### src/rtl/irq_gate_entry_pkg.sv
package irq_gate_entry_pkg;

  typedef enum logic [0:0] {
    ST_IDLE = 1'b0,
    ST_PUSH = 1'b1
  } entry_state_e;

  // Frame slots in push order; the sequencer walks them upward.
  typedef enum logic [2:0] {
    SL_SS    = 3'd0,
    SL_ESP   = 3'd1,
    SL_FLAGS = 3'd2,
    SL_CS    = 3'd3,
    SL_EIP   = 3'd4,
    SL_ERR   = 3'd5
  } frame_slot_e;

endpackage

### src/rtl/gate_priv_check.sv
module gate_priv_check #(
  parameter int PL_W = 2
) (
  input  logic [PL_W-1:0] tgt_pl,
  input  logic [PL_W-1:0] cur_pl,
  output logic            fault,
  output logic            go_inner
);

  // Larger number means less privilege.
  always_comb begin
    fault    = (tgt_pl > cur_pl);
    go_inner = (tgt_pl < cur_pl);
  end

endmodule

### src/rtl/gate_frame_mux.sv
module gate_frame_mux
  import irq_gate_entry_pkg::*;
#(
  parameter int DATA_W = 32,
  parameter int SEL_W  = 16,
  parameter int PL_W   = 2
) (
  input  frame_slot_e       slot,
  input  logic [SEL_W-1:0]  old_ss,
  input  logic [DATA_W-1:0] old_esp,
  input  logic [DATA_W-1:0] old_flags,
  input  logic [SEL_W-1:0]  old_cs,
  input  logic [PL_W-1:0]   old_pl,
  input  logic [DATA_W-1:0] old_eip,
  input  logic [DATA_W-1:0] err,
  output logic [DATA_W-1:0] word
);

  localparam int PAD_W = DATA_W - SEL_W;

  logic unused_cs_rpl;
  assign unused_cs_rpl = ^old_cs[PL_W-1:0];

  always_comb begin
    unique case (slot)
      SL_SS:    word = {{PAD_W{1'b0}}, old_ss};
      SL_ESP:   word = old_esp;
      SL_FLAGS: word = old_flags;
      SL_CS:    word = {{PAD_W{1'b0}}, old_cs[SEL_W-1:PL_W], old_pl};
      SL_EIP:   word = old_eip;
      SL_ERR:   word = err;
      default:  word = '0;
    endcase
  end

endmodule

### src/rtl/irq_gate_entry.sv
module irq_gate_entry
  import irq_gate_entry_pkg::*;
#(
  parameter int DATA_W = 32,
  parameter int SEL_W  = 16,
  parameter int PL_W   = 2,
  parameter int IF_BIT = 9
) (
  input  logic              clk,
  input  logic              rst_n,
  input  logic              start,
  input  logic              gate_is_trap,
  input  logic [PL_W-1:0]   gate_dpl,
  input  logic [SEL_W-1:0]  gate_cs,
  input  logic [DATA_W-1:0] gate_eip,
  input  logic [PL_W-1:0]   cur_cpl,
  input  logic [SEL_W-1:0]  cur_ss,
  input  logic [DATA_W-1:0] cur_esp,
  input  logic [DATA_W-1:0] cur_eflags,
  input  logic [SEL_W-1:0]  cur_cs,
  input  logic [DATA_W-1:0] cur_eip,
  input  logic              has_err,
  input  logic [DATA_W-1:0] err_code,
  input  logic [SEL_W-1:0]  inner_ss,
  input  logic [DATA_W-1:0] inner_esp,
  input  logic              wr_ready,
  output logic              wr_valid,
  output logic [DATA_W-1:0] wr_addr,
  output logic [DATA_W-1:0] wr_data,
  output logic              busy,
  output logic              done,
  output logic              gp_fault,
  output logic [PL_W-1:0]   new_cpl,
  output logic [SEL_W-1:0]  new_cs,
  output logic [DATA_W-1:0] new_eip,
  output logic [DATA_W-1:0] new_eflags,
  output logic [SEL_W-1:0]  new_ss,
  output logic [DATA_W-1:0] new_esp
);

  localparam logic [DATA_W-1:0] WORD_BYTES = DATA_W'(DATA_W / 8);
  localparam logic [DATA_W-1:0] IF_MASK    = DATA_W'(1) << IF_BIT;

  // ---------------- privilege decision on live inputs
  logic chk_fault, chk_inner;

  gate_priv_check #(.PL_W(PL_W)) u_priv (
    .tgt_pl   (gate_dpl),
    .cur_pl   (cur_cpl),
    .fault    (chk_fault),
    .go_inner (chk_inner)
  );

  // ---------------- sequencer state
  entry_state_e      state_q, state_d;
  frame_slot_e       slot_q, slot_d;
  frame_slot_e       last_q, last_d;
  logic [DATA_W-1:0] sp_q, sp_d;
  logic              done_q, done_d;
  logic              fault_q, fault_d;

  // captured context
  logic              trap_q, inner_q;
  logic [PL_W-1:0]   tpl_q, opl_q;
  logic [SEL_W-1:0]  gcs_q, oss_q, ocs_q, iss_q;
  logic [DATA_W-1:0] geip_q, oesp_q, oflg_q, oeip_q, err_q;

  logic cap_en, fin_en, push_fire;

  always_comb begin
    cap_en    = (state_q == ST_IDLE) && start && !chk_fault;
    push_fire = (state_q == ST_PUSH) && wr_ready;
    fin_en    = push_fire && (slot_q == last_q);
  end

  always_comb begin
    state_d = state_q;
    slot_d  = slot_q;
    last_d  = last_q;
    sp_d    = sp_q;
    done_d  = 1'b0;
    fault_d = 1'b0;
    unique case (state_q)
      ST_IDLE: begin
        if (start) begin
          if (chk_fault) begin
            fault_d = 1'b1;
          end else begin
            state_d = ST_PUSH;
            slot_d  = chk_inner ? SL_SS : SL_FLAGS;
            last_d  = has_err ? SL_ERR : SL_EIP;
            sp_d    = chk_inner ? inner_esp : cur_esp;
          end
        end
      end
      ST_PUSH: begin
        if (push_fire) begin
          sp_d = sp_q - WORD_BYTES;
          if (fin_en) begin
            state_d = ST_IDLE;
            done_d  = 1'b1;
          end else begin
            slot_d = frame_slot_e'(slot_q + 3'd1);
          end
        end
      end
      default: state_d = ST_IDLE;
    endcase
  end

  always_ff @(posedge clk or negedge rst_n) begin
    if (!rst_n) begin
      state_q <= ST_IDLE;
      slot_q  <= SL_SS;
      last_q  <= SL_EIP;
      sp_q    <= '0;
      done_q  <= 1'b0;
      fault_q <= 1'b0;
    end else begin
      state_q <= state_d;
      slot_q  <= slot_d;
      last_q  <= last_d;
      sp_q    <= sp_d;
      done_q  <= done_d;
      fault_q <= fault_d;
    end
  end

  always_ff @(posedge clk or negedge rst_n) begin
    if (!rst_n) begin
      trap_q <= 1'b0; inner_q <= 1'b0;
      tpl_q  <= '0;   opl_q   <= '0;
      gcs_q  <= '0;   oss_q   <= '0; ocs_q <= '0; iss_q <= '0;
      geip_q <= '0;   oesp_q  <= '0; oflg_q <= '0; oeip_q <= '0; err_q <= '0;
    end else if (cap_en) begin
      trap_q <= gate_is_trap; inner_q <= chk_inner;
      tpl_q  <= gate_dpl;     opl_q   <= cur_cpl;
      gcs_q  <= gate_cs;      oss_q   <= cur_ss;  ocs_q <= cur_cs; iss_q <= inner_ss;
      geip_q <= gate_eip;     oesp_q  <= cur_esp; oflg_q <= cur_eflags;
      oeip_q <= cur_eip;      err_q   <= err_code;
    end
  end

  // ---------------- result registers, loaded on the final accepted word
  always_ff @(posedge clk or negedge rst_n) begin
    if (!rst_n) begin
      new_cpl    <= '0;
      new_cs     <= '0;
      new_eip    <= '0;
      new_eflags <= '0;
      new_ss     <= '0;
      new_esp    <= '0;
    end else if (fin_en) begin
      new_cpl    <= tpl_q;
      new_cs     <= gcs_q;
      new_eip    <= geip_q;
      new_eflags <= trap_q ? oflg_q : (oflg_q & ~IF_MASK);
      new_ss     <= inner_q ? iss_q : oss_q;
      new_esp    <= sp_q - WORD_BYTES;
    end
  end

  // ---------------- frame word selection and port drive
  gate_frame_mux #(.DATA_W(DATA_W), .SEL_W(SEL_W), .PL_W(PL_W)) u_mux (
    .slot      (slot_q),
    .old_ss    (oss_q),
    .old_esp   (oesp_q),
    .old_flags (oflg_q),
    .old_cs    (ocs_q),
    .old_pl    (opl_q),
    .old_eip   (oeip_q),
    .err       (err_q),
    .word      (wr_data)
  );

  always_comb begin
    wr_valid = (state_q == ST_PUSH);
    wr_addr  = sp_q - WORD_BYTES;
    busy     = (state_q != ST_IDLE);
    done     = done_q;
    gp_fault = fault_q;
  end

  // ---------------- assertions
  a_r2_fault_no_write : assert property (@(posedge clk) disable iff (!rst_n)
    gp_fault |-> (!wr_valid && !busy));

  a_r8_hold_stalled : assert property (@(posedge clk) disable iff (!rst_n)
    (wr_valid && !wr_ready) |=> (wr_valid && $stable(wr_addr) && $stable(wr_data)));

  a_r8_addr_step : assert property (@(posedge clk) disable iff (!rst_n)
    (wr_valid && wr_ready && !done_d) |=> (wr_addr == $past(wr_addr) - WORD_BYTES));

  a_r9_done_alone : assert property (@(posedge clk) disable iff (!rst_n)
    $onehot0({done, gp_fault, wr_valid}));

  a_r9_done_pulse : assert property (@(posedge clk) disable iff (!rst_n)
    done |=> !done);

  a_r7_if_cleared : assert property (@(posedge clk) disable iff (!rst_n)
    (done && !trap_q) |-> !new_eflags[IF_BIT]);

  a_r10_capture_stable : assert property (@(posedge clk) disable iff (!rst_n)
    (busy && $past(busy)) |-> ($stable(oeip_q) && $stable(tpl_q)));

endmodule

### config.mk
export PLATFORM = sky130hd
export DESIGN_NAME = irq_gate_entry
export DESIGN_NICKNAME = d
export VERILOG_FILES = /design/src/rtl/irq_gate_entry_pkg.sv /design/src/rtl/gate_priv_check.sv /design/src/rtl/gate_frame_mux.sv /design/src/rtl/irq_gate_entry.sv
export SDC_FILE = /design/constraint.sdc
export NUM_CORES = 1
export LEC_CHECK = 0
export BUFFER_PORTS_ARGS = -buffer_cell sky130_fd_sc_hd__buf_2
export CAP_MARGIN = 20
export CELL_PAD_IN_SITES_DETAIL_PLACEMENT = 0
export CELL_PAD_IN_SITES_GLOBAL_PLACEMENT = 2
export CORE_MARGIN = 2
export CORE_UTILIZATION = 33
export DETAILED_ROUTE_END_ITERATION = 7
export GPL_ROUTABILITY_DRIVEN = 0
export PLACE_DENSITY = 0.92
export SLEW_MARGIN = 20
export SYNTH_ARGS = -nofsm -noshare
export SYNTH_HDL_FRONTEND = slang
export SYNTH_SLANG_ARGS = --single-unit
### constraint.sdc
create_clock -name clk -period 5.5 [get_ports clk]
set_clock_uncertainty 0.15 [all_clocks]
set_input_delay 0 -clock clk [delete_from_list [all_inputs] [get_ports clk]]
set_output_delay 0 -clock clk [all_outputs]
set_load 0.005 [all_outputs]
==> impl_metrics.toml, run 1 <==
[outcome]
outcome = "completed"

[timing]
slew_headroom_pct = 29.4
finalCritPeriodShare_pct = 63.2
layout_min_cycle_time_ps = 3480
setup_viol = 0
drv_slew = 0
worst_pin_slew_ps = 1060
finalSetupTns_ps = 0
rsz0062_at_grt = "no"
fin_hold_ws_ps = 5.53
fmax_mhz = 288
hold_viol_final = 0

[synth]
ys_async_sr_fraction_pct = 100
synth_area_sq_um = 17400
synth-seq-area-share_pct = 57.2
avgSynthCellArea_sq_um = 8.63
synth_area_leaders = "dfrtp_1 57%, nand2_1 24%, mux2_2 2.3%"
syn_inst = 2015
synth_top_area_cell = "dfrtp_1"
synth_edf_count = 0
syn_nets = 2289
synth_cell_types = 54
yosysWarnings = 0
synth_seq_cells = 397
synthFlopType = "dfrtp_1"
synth_top_area_share_pct = 57.2

[critical_path]
cp.required_ps = 5350
r2r_setup_slack_ps = 2110
path_max_fanout = 18
critPathLaunchType = "flop"
path_class = "reg -> out"
worst_ep_arrival_time_ps = 3330
cp-end-kind = "output port"

[cells_and_area]
final_util_pct = 49.5
final_nets = 3095
drive_above_1_share_pct = 21.7
final_area_sq_um = 25900
fillers = 4965
finalNonFillerCells = 3548
syn2layout_area_growth_pct = 49.0

[clock_network]
cts_setup_buffers = 0
cts_buffer_depth = 3
cts.repair.resized = 0
path_clk_slew_ps = 60
cts-root-buf = "clkbuf_16"
clk_latency_ps = 590
htreeDepth = 2
cts_tree = "done"
clock-sinks = 397
cts_made_buffers = 47
cts_hold_buf = 396

[routing]
wire_per_inst_um = 18.4
ant_nets = 0
vias = 17000
wl_um = 65100
first_pass_iters = 5
drt_iter0_drc = 1167
drcViolationCount = 0
via_per_inst = 4.78

[global_routing]
grt_pass1_wl_um = 98200
grt_use_total_pct = 23.5
grt_antenna_before_repair = 9
overflow = 0
grt_pass1_vias = 17100
grt_max_degree = 236

[placed_design]
dpl.cell_count = 3061
dpl.hpwl_um = 42600
postPlaceCellArea_sq_um = 20300
io_buffers = 461

[floorplanning]
core-area_sq_um = 52300
die-area_sq_um = 54500
initial_core_util_pct = 33.2
num_io_pins = 464
fp.dieW_um = 234
rows = 84
fp.dieH_um = 234

[flow_run]
maxCapViolCount = 0

[power_and_ir_drop]
power_density_nw_per_um2 = 489
ir_drop_uv = 246
p_leak_nw = 13.6

[worst_hold_path]
hold_path.class = "in -> reg"
[metal layers]
| metal | global-route usage, % | vias up | part of all wire, % | wire length (um) |
|---|---|---|---|---|
| li1 | - | 8067 | - | - |
| met1 | 31.6 | 8264 | 45 | 29100 |
| met2 | 37.9 | 502 | 47 | 30500 |
| met3 | 4.02 | 140 | 4.9 | 3180 |
| met4 | 9.08 | 4 | 3.6 | 2320 |
| met5 | 0 | - | 0.037 | 24 |
[through the flow]
stage,worst slack [ps],power (W)
after CTS,1860,0.0127
final,2020,0.0127
after global placement,2440,0.00926
after global routing,1860,0.0136
after detailed placement,2380,0.00939
after floorplan,2880,0.00742
[final cells by class]
| cell class | count | area, sq um | share of cell area, % |
|---|---|---|---|
| multi-input cells | 1474 | 6930 | 26.8 |
| diodes | 6 | 15.0 | 0.0580 |
| repair buffers | 880 | 6580 | 25.4 |
| inverters | 21 | 81.3 | 0.314 |
| clock buffers | 66 | 1380 | 5.32 |
| clock inverters | 16 | 128 | 0.493 |
| well taps | 688 | 861 | 3.32 |
| flip-flops and latches | 397 | 9940 | 38.4 |
[layout by cell type (no fill, tap or decap), types with 7 or more instances in the layout]
cell type	n
nand2_1	1091
buf_2	460
dlygate4sd3_1	396
dfrtp_1	395
o21ai_0	55
nor2_1	48
clkbuf_16	48
mux2_2	36
a21oi_1	35
a22oi_1	33
inv_1	20
xnor2_1	18
a222oi_1	17
mux2i_1	16
buf_4	15
clkinv_2	11
clkbuf_8	11
nand3_1	8
o22ai_1	8
ha_1	8
xor2_1	7
clkbuf_1	7
[critical path: stages, from the launching register on]
cell and delay, ps:
dfrtp_1 410, inv_1 120, ha_1 710, nor2b_2 930
a22oi_1 270, nand2_1 130, buf_2 140
[final timing paths]
| kind | cells past startpoint | startpoint | to |
|---|---|---|---|
| hold / removal | 4 | gate_cs[1] | gcs_q[1]$_DFFE_PN0P_ |
| hold reg to reg | 2 | geip_q[4]$_DFFE_PN0P_ | new_eip[4]$_DFFE_PN0P_ |
| setup / recovery | 6 | slot_q[1]$_DFFE_PN0P_ | wr_data[22] |
| setup reg to reg | 9 | busy$_DFF_PN0_ | sp_q[25]$_DFFE_PN0P_ |
| min in group asynchronous | 4 | rst_n | oflg_q[12]$_DFFE_PN0P_ |
| max in group asynchronous | 4 | rst_n | geip_q[14]$_DFFE_PN0P_ |
[cell usage after synthesis (3+ instances only)]
cell type and number:
mux2_1 4, nor4_1 3, nand4_1 6, nor3_1 6, a31oi_1 5, nor2b_1 4, o21ai_0 56, nor2_1 48
nand3_2 3, buf_1 17, o22ai_1 8, nand3_1 8, xnor2_2 3, a21o_1 3, mux2i_1 16, a21oi_1 36
a22o_1 3, o311ai_0 3, o2bb2a_1 3, a222oi_1 17, or4_4 4, nand2b_1 4, a22oi_1 33, dfrtp_1 397
or3_1 4, inv_1 21, mux2_2 36, clkbuf_1 103, nand2_1 1091, ha_1 8, a2bb2oi_1 3, and2_1 4
xor2_1 7, a221o_1 3, buf_4 3, xnor2_1 18
[where the power goes]
part / leakage (nW) / internal, W / switching [W] / total (W)
Clock: 0.756 / 0.00179 / 0.00127 / 0.00306
Sequential: 4.98 / 0.00427 / 0.00103 / 0.00529
Combinational: 7.87 / 0.00188 / 0.00244 / 0.00432
[cells by family (layout without fill, tap and decap cells)]
| family | count (synthesis) | in the layout | synth area share [%] |
|---|---|---|---|
| other | 0 | 6 | 0 |
| flip-flops | 397 | 397 | 57.2 |
| adder cells (fa/ha/maj) | 8 | 8 | 0.576 |
| AO/OA/AOI/OAI | 183 | 183 | 6.94 |
| multiplexers | 56 | 56 | 3.51 |
| XOR/XNOR | 28 | 28 | 1.54 |
| buffers and inverters | 144 | 983 | 3.17 |
| AND/OR/NAND/NOR | 1199 | 1199 | 27.1 |
[registers in the layout, indices dropped and copies added (netlist names), 14 cells and up]
signal,cells
new_cs,16
sp_q,32
oeip_q,32
err_q,32
gcs_q,16
oflg_q,32
iss_q,16
new_eip,32
new_esp,32
new_eflags,32
geip_q,32
oesp_q,32
new_ss,16
ocs_q,14
oss_q,16
Power figures use the tool's default switching activity.
==> inputs of run 2 (changes only) <==
--- a/config.mk
+++ b/config.mk
@@ -10,10 +10,10 @@
 export CELL_PAD_IN_SITES_DETAIL_PLACEMENT = 0
 export CELL_PAD_IN_SITES_GLOBAL_PLACEMENT = 2
 export CORE_MARGIN = 2
-export CORE_UTILIZATION = 33
+export CORE_UTILIZATION = 28
 export DETAILED_ROUTE_END_ITERATION = 7
 export GPL_ROUTABILITY_DRIVEN = 0
-export PLACE_DENSITY = 0.92
+export PLACE_DENSITY = 0.84
 export SLEW_MARGIN = 20
 export SYNTH_ARGS = -nofsm -noshare
 export SYNTH_HDL_FRONTEND = slang
==> constraint.sdc (replaced) <==
create_clock -name clk -period 3.15 [get_ports clk]
set_clock_uncertainty 0.15 [all_clocks]
set_input_delay 0 -clock clk [delete_from_list [all_inputs] [get_ports clk]]
set_output_delay 0 -clock clk [all_outputs]
set_load 0.005 [all_outputs]
==> impl_metrics.toml, run 2 (same netlist as run 1, synthesis figures left out) <==
[outcome]
outcome = "completed"

[timing]
finalSetupTns_ps = 0
fmax_mhz = 327
hold_viol_final = 0
worst_pin_slew_ps = 1030
setup_viol = 0
finalCritPeriodShare_pct = 97.1
layout_min_cycle_time_ps = 3060
drv_slew = 0
rsz0062_at_grt = "yes"
slew_headroom_pct = 31.5

[power_and_ir_drop]
seqPwrFrac_pct = 40.6
clkPwrFrac_pct = 25.3
ir_drop_uv = 376
swShare_pct = 37.2
switchingPower_w = 0.00846
power_density_nw_per_um2 = 862
comb_power_share_pct = 34.2
p_int_w = 0.0143
p_leak_nw = 13.7

[clock_network]
clk_latency_ps = 590
cts_tree = "done"
cts_made_buffers = 48
cts-root-buf = "clkbuf_16"
htreeDepth = 2
cts_buffer_depth = 3
clock-sinks = 397
path_clk_slew_ps = 60

[cells_and_area]
fillers = 6111
finalNonFillerCells = 3729
final_cell_mix = "1091 x nand2_1, 460 x buf_2, 392 x dfrtp_1"
drive_above_1_share_pct = 22.7
final_nets = 3116
final_common_cell = "nand2_1"
multiInputGateArea_sq_um = 6980
register_area_sq_um = 9940
syn2layout_area_growth_pct = 51.9

[global_routing]
grt_use_total_pct = 21.3
grt_util_met1_pct = 29.6
grt_antenna_before_repair = 16
use_met3_pct = 3.66
grt_pass1_vias = 17300
overflow = 0
use_met2_pct = 33.6
grt_pass1_wl_um = 104000
grt_busiest_layer = "met2"
grt_max_degree = 150

[floorplanning]
fp.dieW_um = 253
num_io_pins = 464
initial_core_util_pct = 28.2
rows = 91
fp.dieH_um = 253
core-area_sq_um = 61600
die-area_sq_um = 64100

[critical_path]
cp-end-kind = "output port"
worst_ep_arrival_time_ps = 2910
timing.rr.end = "sp_q[25]$_DFFE_PN0P_"
cp.required_ps = 3000
crit_start = "sp_q[11]$_DFFE_PN0P_"
crit-reg2reg-launch = "sp_q[11]$_DFFE_PN0P_"
critPathLaunchType = "flop"
path_max_fanout = 6
r2r_cells = 6
r2r_setup_slack_ps = 200
path_class = "reg -> out"
endpoint = "wr_addr[22]"

[placed_design]
io_buffers = 461
dpl.cell_count = 3232
dpl.hpwl_um = 46800

[routing]
vias = 17100
first_pass_iters = 7
ant_nets = 0
wl_um = 69200
drcViolationCount = 0
drt_iter0_drc = 1083
wire_per_inst_um = 18.5
via_per_inst = 4.58

[flow_run]
maxCapViolCount = 0

[worst_hold_path]
hold_path.class = "in -> reg"
-- run 2: worst min-delay path by stage --
stage | start | end | slack [ps] | depth (start not counted)
after global routing | gate_cs[6] | gcs_q[6]$_DFFE_PN0P_ | 7 | 4
after detailed placement | rst_n | new_eflags[11]$_DFFE_PN0P_ | -40 | 1
final | gate_cs[6] | gcs_q[6]$_DFFE_PN0P_ | 20 | 4
after global placement | rst_n | new_eflags[12]$_DFFE_PN0P_ | -40 | 1
after floorplan | rst_n | busy$_DFF_PN0_ | -450 | 0
after CTS | gate_cs[6] | gcs_q[6]$_DFFE_PN0P_ | 0.5 | 4
-- run 2: layer usage --
metal / vias to the layer above / wire (um)
met3: 125 / 3490
met1: 8357 / 31600
li1: 8107 / -
met5: - / 34
met4: 6 / 2120
met2: 484 / 31900
-- run 2: final cells by class --
| cell class | count | share of cell area [%] |
|---|---|---|
| flip-flops and latches | 397 | 37.6 |
| multi-input cells | 1474 | 26.4 |
| repair buffers | 900 | 25.4 |
| clock buffers | 72 | 5.43 |
| well taps | 837 | 3.97 |
| clock inverters | 14 | 0.720 |
| inverters | 21 | 0.308 |
| diodes | 14 | 0.133 |
-- run 2: power by group through the flow --
stage	clock network (W)	logic [W]	registers [W]
2_1_floorplan	0	0.00425	0.00870
3_3_place_gp	0	0.00726	0.00917
3_5_place_dp	0	0.00738	0.00925
4_1_cts	0.00591	0.00781	0.00919
5_1_grt	0.00613	0.00870	0.00953
6_report	0.00575	0.00777	0.00923
-- run 2: stage by stage --
stage	power, W	setup WS, ps	util, %	hold WS [ps]	cell area, sq um
3_5_place_dp	0.0166	296	33.6	-39.9	20700
2_1_floorplan	0.0130	535	-	-446	17400
3_3_place_gp	0.0164	361	33.6	-36.4	20700
6_report	0.0228	92.6	42.9	17.5	26400
5_1_grt	0.0244	-49.4	42.9	6.89	26400
4_1_cts	0.0229	20.8	42.7	0.456	26300
-- run 2: repair_timing --
action | CTS | global route
hold buffers | 390 | 0
resized for setup | 3 | 8
setup endpoints to repair | 3 | 7
pin swaps | 2 | 2
endpoints found under the hold margin | 646 | 0
setup buffers | 1 | 6
-- run 2: critical path, cell delays in order (launching register included) --
cell and delay, ps:
dfrtp_2 420, or4_4 560, nor4_4 280, nand3_2 150
buf_6 160, or4_4 450, xnor2_2 180, buf_2 150
==> inputs of run 3 (changes only) <==
==> constraint.sdc (replaced) <==
create_clock -name clk -period 3.15 [get_ports clk]
set_clock_uncertainty 0.15 [all_clocks]
set_input_delay 0.1575 -clock clk [delete_from_list [all_inputs] [get_ports clk]]
set_output_delay 0.1575 -clock clk [all_outputs]
set_load 0.005 [all_outputs]
==> impl_metrics.toml, run 3 (same netlist as run 1, synthesis figures left out) <==
[placed_design]
dpl.hpwl_um = 46900
io_buffers = 461
dp_slack_ps = 362

[cells_and_area]
drive_above_1_share_pct = 24.6
final_nets = 2994
final_cell_mix = "1089 x nand2_1, 460 x buf_2, 394 x dfrtp_1"
syn2layout_area_growth_pct = 44.9
fillers = 6190
multiInputGateArea_sq_um = 7090
register_area_sq_um = 9940
final_common_cell = "nand2_1"

[floorplanning]
die-area_sq_um = 64100
core-area_sq_um = 61600
fp.dieH_um = 253
fp.dieW_um = 253
num_io_pins = 464
rows = 91
initial_core_util_pct = 28.2

[flow_run]
maxCapViolCount = 0

[timing]
finalCritPeriodShare_pct = 98.9
worst_slack_ps = 34.6
slew_headroom_pct = 30.8
worst_pin_slew_ps = 1040
drv_slew = 0
rsz0062_at_grt = "yes"
setup_viol = 0
fmax_mhz = 321
hold_viol_final = 0
layout_min_cycle_time_ps = 3120

[critical_path]
path_max_fanout = 2
cp.required_ps = 2840
path_class = "reg -> out"
cp_slowest_cell = "or4_4"
crit_family = "simple AND/OR/NAND/NOR gates"
worst_ep_arrival_time_ps = 2810
crit_start = "sp_q[17]$_DFFE_PN0P_"
crit_chain = "or4_4 > or2_4 > or3_4 > or3_4 > xnor2_4 > buf_2"
worst-path-buf-inv = 1
cp-end-kind = "output port"
critPathLaunchType = "flop"
crit_top_cell = "or3_4"
crit-reg2reg-launch = "sp_q[17]$_DFFE_PN0P_"
slowest_delay_ps = 540

[routing]
drt_iter0_drc = 1243
vias = 16300
ant_nets = 0
wl_um = 67000
first_pass_iters = 7
via_per_inst = 4.53
wire_per_inst_um = 18.6
drcViolationCount = 0

[global_routing]
grt_antenna_before_repair = 10
grt_use_total_pct = 20.6
overflow = 0
grt_max_degree = 150
grt_pass1_wl_um = 101000
grt_pass1_vias = 16400

[power_and_ir_drop]
seqPwrFrac_pct = 40.9
comb_power_share_pct = 34.3
switchingPower_w = 0.00844
clkPwrFrac_pct = 24.8
swShare_pct = 37.4
power_density_nw_per_um2 = 895
p_int_w = 0.0141
ir_drop_uv = 361
p_leak_nw = 13.3
power_w = 0.0226

[clock_network]
htreeDepth = 2
clk_latency_ps = 580
cts_tree = "done"
cts_made_buffers = 47
clock-sinks = 397
cts-root-buf = "clkbuf_16"
path_clk_slew_ps = 60
cts_buffer_depth = 3

[worst_hold_path]
hold_path.class = "in -> async"

[outcome]
outcome = "completed"
-- run 3: cell count changes in the layout (fill, tap and decap cells not counted), moves of 3 or more --
cell,previous run,this run
or3_4,1,5
clkbuf_1,11,5
clkinvlp_4,5,2
xnor2_1,17,11
clkinv_2,3,10
dlygate4sd3_1,389,262
xnor2_2,4,8
or3_1,4,0
buf_4,41,48
diode_2,14,5
-- run 3: power groups by stage --
stage	Sequential (W)	Combinational [W]	Clock [W]
floorplan	0.00870	0.00425	0
global placement	0.00919	0.00724	0
detailed placement	0.00927	0.00737	0
CTS	0.00921	0.00780	0.00578
global route	0.00954	0.00869	0.00597
finish	0.00922	0.00773	0.00560
-- run 3: per-stage QoR --
stage	setup TNS [ps]	util (%)	hold slack, ps	std cells	area [sq um]
after floorplan	0	-	-288	2015	17400
final	0	40.9	4.54	3595	25200
after CTS	-423	40.8	7.47	3589	25100
after global placement	0	33.7	23.0	3232	20700
after detailed placement	0	33.7	38.2	3232	20700
after global routing	-186	40.9	34.1	3595	25200
-- run 3: cell type report --
cell class / count / share of cell area [%]
inverters: 21 / 0.323
clock inverters: 19 / 0.839
repair buffers: 779 / 21.7
well taps: 837 / 4.16
clock buffers: 63 / 5.34
multi-input cells: 1474 / 28.2
flip-flops and latches: 397 / 39.5
diodes: 5 / 0.0497
-- run 3: what timing repair did --
| item | 4_1_cts | 5_1_grt |
|---|---|---|
| hold buffers | 262 | 0 |
| pin swaps | 8 | 4 |
| buffers inserted | 13 | 1 |
| resized for setup | 20 | 9 |
| cloned | 0 | 0 |
| hold endpoints to repair | 646 | 0 |
| endpoints found under the setup margin | 15 | 14 |
-- run 3: path summary, 6_finish.rpt --
check	endpoint	slack, ps	depth (start not counted)
worst min register to register	new_eip[13]$_DFFE_PN0P_	310	2
worst max-delay path	wr_addr[31]	30	6
min in group clk	sp_q[31]$_DFFE_PN0P_	70	5
worst min-delay path	new_eflags[11]$_DFFE_PN0P_	5	2
worst max register to register	sp_q[31]$_DFFE_PN0P_	510	7
max in group asynchronous	geip_q[21]$_DFFE_PN0P_	1940	3
-- run 3: layer usage --
layer	share of wire (%)	GRT usage, %	wire (um)	up-vias
li1	-	-	-	7854
met2	46	32.7	31000	458
met1	46	29.0	31100	7864
met4	2.3	5.61	1560	8
met5	0.088	0	59	-
met3	4.8	3.59	3250	89
